## src/rtl/uart_tx_dbuf.sv

```systemverilog
module uart_tx_dbuf (
  input  logic       clk,
  input  logic       rst_n,
  input  logic       bit_tick,
  input  logic       en_cmd,
  input  logic       dis_cmd,
  input  logic       wr_en,
  input  logic [7:0] wr_data,
  input  logic [1:0] data_len,
  input  logic [2:0] parity_mode,
  input  logic       two_stop,
  output logic       txd,
  output logic       tx_ready,
  output logic       tx_empty
);
  localparam int FW = 12;

  logic          en_q, hold_full, busy;
  logic [7:0]    hold_data;
  logic [FW-1:0] sh, frame;
  logic [3:0]    cnt, flen;

  wire en_nx = dis_cmd ? 1'b0 : (en_cmd ? 1'b1 : en_q);
  wire last  = ~busy | (cnt == 4'd1);
  wire load  = bit_tick & last & hold_full & en_nx;
  wire take  = wr_en & tx_ready;

  assign tx_ready = en_q & ~hold_full;
  assign tx_empty = ~busy & ~hold_full;
  assign txd      = busy ? sh[0] : 1'b1;

  always_comb begin
    int  n;
    logic ones, pb, has_par;
    n    = 5 + int'(data_len);
    ones = 1'b0;
    for (int i = 0; i < 8; i++)
      if (i < n) ones = ones ^ hold_data[i];
    has_par = 1'b1;
    case (parity_mode)
      3'd1:    pb = ones;
      3'd2:    pb = ~ones;
      3'd3:    pb = 1'b0;
      3'd4:    pb = 1'b1;
      default: begin pb = 1'b1; has_par = 1'b0; end
    endcase
    frame    = '1;
    frame[0] = 1'b0;
    for (int i = 0; i < 8; i++)
      if (i < n) frame[i+1] = hold_data[i];
    if (has_par) frame[n+1] = pb;
    flen = 4'(1 + n + (has_par ? 1 : 0) + (two_stop ? 2 : 1));
  end

  always_ff @(posedge clk or negedge rst_n) begin
    if (!rst_n) begin
      en_q      <= 1'b1;
      hold_full <= 1'b0;
      hold_data <= '0;
      busy      <= 1'b0;
      sh        <= '1;
      cnt       <= '0;
    end else begin
      en_q <= en_nx;
      if (take) begin
        hold_full <= 1'b1;
        hold_data <= wr_data;
      end else if (load) begin
        hold_full <= 1'b0;
      end
      if (bit_tick) begin
        if (load) begin
          busy <= 1'b1;
          sh   <= frame;
          cnt  <= flen;
        end else if (last) begin
          busy <= 1'b0;
        end else begin
          sh  <= {1'b1, sh[FW-1:1]};
          cnt <= cnt - 4'd1;
        end
      end
    end
  end

  p_hold_between_ticks_r5: assert property (@(posedge clk) disable iff (!rst_n)
    !bit_tick |=> $stable(txd));

  p_mark_when_empty_r7: assert property (@(posedge clk) disable iff (!rst_n)
    tx_empty |-> txd);

  p_ignored_write_r6: assert property (@(posedge clk) disable iff (!rst_n)
    (wr_en && !tx_ready && hold_full) |=> $stable(hold_data));

  p_no_gap_r8: assert property (@(posedge clk) disable iff (!rst_n)
    (bit_tick && busy && cnt == 4'd1 && hold_full && en_nx) |=> (busy && !txd && tx_ready == en_q));

  p_disable_drops_ready_r10: assert property (@(posedge clk) disable iff (!rst_n)
    dis_cmd |=> !tx_ready);

  p_frame_not_cut_r10: assert property (@(posedge clk) disable iff (!rst_n)
    (busy && !bit_tick) |=> busy);
endmodule

```

## config.mk

```make
export PLATFORM = sky130hd
export DESIGN_NAME = uart_tx_dbuf
export DESIGN_NICKNAME = d
export VERILOG_FILES = /design/src/rtl/uart_tx_dbuf.sv
export SDC_FILE = /design/constraint.sdc
export NUM_CORES = 1
export LEC_CHECK = 0
export BUFFER_PORTS_ARGS = -buffer_cell sky130_fd_sc_hd__buf_4
export CAP_MARGIN = 20
export CELL_PAD_IN_SITES_DETAIL_PLACEMENT = 0
export CELL_PAD_IN_SITES_GLOBAL_PLACEMENT = 1
export CORE_UTILIZATION = 37
export DETAILED_ROUTE_END_ITERATION = 16
export PLACE_DENSITY = 0.78
export SLEW_MARGIN = 30
export SYNTH_ARGS = -nofsm -noshare
export SYNTH_HDL_FRONTEND = slang
export SYNTH_SLANG_ARGS = --single-unit
```

## constraint.sdc

```tcl
create_clock -name clk -period 2.03 [get_ports clk]
set_clock_uncertainty 0.1 [all_clocks]
set_input_delay 0 -clock clk [delete_from_list [all_inputs] [get_ports clk]]
set_output_delay 0 -clock clk [all_outputs]
set_load 0.005 [all_outputs]
```

==> qor.txt <==
status -> complete, but fails checks
failing checks -> hold timing, setup timing
Mapped Cells -> 163
VDD IR max -> 613 uV
Synth cell types -> 39
RSZ-0062 raised after global routing -> true
Synth top area share -> 20.7%
Initial Util -> 38.6%
YS warnings -> 0
post-DR vias/cell -> 5.15
Reg2Reg Launch Point -> cnt[1]$_DFFE_PN0P_
CTS tree -> done
post-layout min period -> 2100 ps
routed wire length -> 3820 um
H-Tree Depth -> 1
Detail Route Antenna Nets -> 0
DR WL/cell -> 14.0 um
Max clock buf depth -> 2
clock sinks -> 27
hold crit path type -> primary input to flop
Die H -> 69.6 um
grt ovf -> 0
Syn Nets -> 197
Clock transition at path regs -> 90 ps
hold path startpoint -> two_stop
CP Class -> flop to flop
Iter 0 DRT Violations -> 64
P per Cell Area -> 1230 nW/um^2
Syn Area/Cell -> 10.4 um^2
R2R setup slack -> -70 ps
crit-path max FO -> 5
worst setup margin -> -74.4 ps
initial antenna violation count -> 0
fraction of layout cells with a size suffix above 1 -> 42.7%
first-pass GRT wire length -> 6420 um
R2R depth -> 8
terminus of the critical flop-to-flop path -> cnt[2]$_DFFE_PN0P_
final instance area -> 2350 um^2
placed insts -> 253
# IOs -> 23
gr usage total -> 16.6%
clk_lat worst skew -> 270 ps
leading area contributor after synthesis -> dfrtp_1
WP data required -> 2100 ps
# diodes -> 0
PortBufs -> 22
Via Count -> 1400
LEAKAGE -> 1.07 nW
clk root buf -> clkbuf_8
f_max -> 0.475 GHz
largest net degree at the start of global routing -> 28
Hold Path Sink -> cnt[0]$_DFFE_PN0P_
CTS Buf Count -> 3
Die X-Extent -> 69.6 um
Post-Layout Cell Count -> 272
DRC -> 0
sequential fraction of the synthesis area -> 40.9%
Core Area -> 4380 um^2
worst hold margin -> -1.56 ps
DRT Pass-1 Iters -> 5
Final GP Congestion -> 0.964
Mapped Area -> 1690 um^2
Place WS -> -74.6 ps
final net count -> 255
most frequent cells in the layout -> buf_4 (41), nand2_1 (17), dfrtp_1 (14)
Rows -> 24
hpwl dp -> 2880 um
crit share post-route -> 104%
Rel. slew slack -> 69.6%
DP Area -> 2060 um^2
Layout Utilization -> 53.5%
measured slew at the worst slew-check pin -> 455 ps
WHS Path Cells -> 3
die area -> 4850 um^2
Yosys reg bits -> 27
max-slew violations -> 0
# setup viols final -> 14
Area Overhead vs Synth -> 38.6%
most common cell after layout, fill and taps aside -> buf_4
vias in the first global route -> 1401
Max-Cap Viols -> 0
Synth area leaders -> dfrtp_1 (21%), dfstp_2 (20%), ha_1 (8.9%), mux2_2 (6.0%), nand2_1 (3.8%)
Final Hold Vio Count -> 1
worst path arrival time -> 2170 ps
CP Capture Type -> flop
Worst Setup Start Kind -> flop
## cell type report
| cell class | count | area [um^2] |
|---|---|---|
| clock inverter | 1 | 7.51 |
| timing repair buffer | 57 | 480 |
| multi-input combinational | 118 | 1010 |
| fill | 400 | 2040 |
| sequential | 27 | 692 |
| clock buffer | 3 | 41.3 |
| tap | 52 | 65.1 |
| inverter | 14 | 52.6 |
## synthesized netlist by cell type
cell type	count
nand2_1	17
dfrtp_1	14
inv_1	14
dfstp_2	13
ha_1	12
o21ai_0	10
mux2_2	9
a21oi_1	8
nor2_1	7
xnor2_1	7
a22oi_1	5
mux2i_1	4
nor2b_1	4
a31oi_1	3
a211oi_1	2
a2bb2oi_1	2
a32o_1	2
buf_2	2
clkbuf_1	2
fa_1	2
nand2b_1	2
nand3_1	2
o21ai_2	2
o31ai_1	2
o41ai_1	2
a211oi_4	1
a32oi_1	1
and2_2	1
buf_6	1
nand2_4	1
nand3b_1	1
nor3_2	1
o21ai_1	1
o21bai_1	1
o22a_2	1
o31a_2	1
or3b_4	1
xnor3_1	1
xor2_1	1
## layer usage
metal | share of wire, % | GRT usage, % | up-vias
met4 | 1.2 | 5.33 | 0
li1 | - | - | 684
met2 | 49 | 28.3 | 37
met3 | 3.6 | 2.03 | 4
met5 | 0 | 0 | -
met1 | 46 | 22.1 | 675
## worst max-delay path by stage
stage / start / endpoint / slack, ps / cells after the start
after floorplan: cnt[1]$_DFFE_PN0P_ / cnt[3]$_DFFE_PN0P_ / 8 / 7
after global placement: parity_mode[1] / cnt[2]$_DFFE_PN0P_ / -20 / 10
after detailed placement: data_len[0] / sh[7]$_DFFE_PN1P_ / -70 / 12
after CTS: cnt[1]$_DFFE_PN0P_ / sh[7]$_DFFE_PN1P_ / -40 / 8
after global routing: cnt[1]$_DFFE_PN0P_ / sh[7]$_DFFE_PN1P_ / -160 / 8
final: cnt[1]$_DFFE_PN0P_ / cnt[2]$_DFFE_PN0P_ / -70 / 8
## registers in the layout (all words and copies together), names as in the netlist
register	cells
hold_data	8
busy	1
hold_full	1
en_q	1
cnt	4
sh	12
## power by group
group / leakage, nW / switching, W / internal (W) / total, W
combinational: 0.743 / 0.000721 / 0.000831 / 0.00155
clock: 0.0217 / 0.000166 / 0.000139 / 0.000305
sequential: 0.302 / 0.000201 / 0.000833 / 0.00103
## cell families (layout without fill, tap and decap cells)
group	Yosys count	in the layout	synth area share (%)
mux	13	13	8.35
compound gates	44	44	18.3
flops	27	27	40.9
fa+ha+maj	14	14	11.2
simple gates	37	38	10.9
xor+xnor	9	9	5.47
buf+inv	19	75	4.80
## critical path, cell delays in order, from the launching register on
cell and delay [ps]:
dfrtp_1 400, inv_2 80, ha_4 110, or3b_4 390
a211oi_4 350, nand2_4 150, nor2_2 140, a31oi_1 50
o22a_2 230
## metrics by stage
step | setup TNS [ps] | total power (W)
global placement | -37.0 | 0.00230
global route | -1960 | 0.00307
detailed placement | -643 | 0.00239
finish | -666 | 0.00289
CTS | -208 | 0.00277
floorplan | 0 | 0.00191
## timing repair
item                                   in CTS  in global routing
buffers inserted                            1                  1
setup endpoints to repair                  13                 16
hold buffers                               13                  0
resized for setup                           7                 16
pin swaps                                   2                  5
endpoints found under the hold margin      39                  0
cloned                                      1                  0
Note: power is estimated with default switching activity, not from simulation.
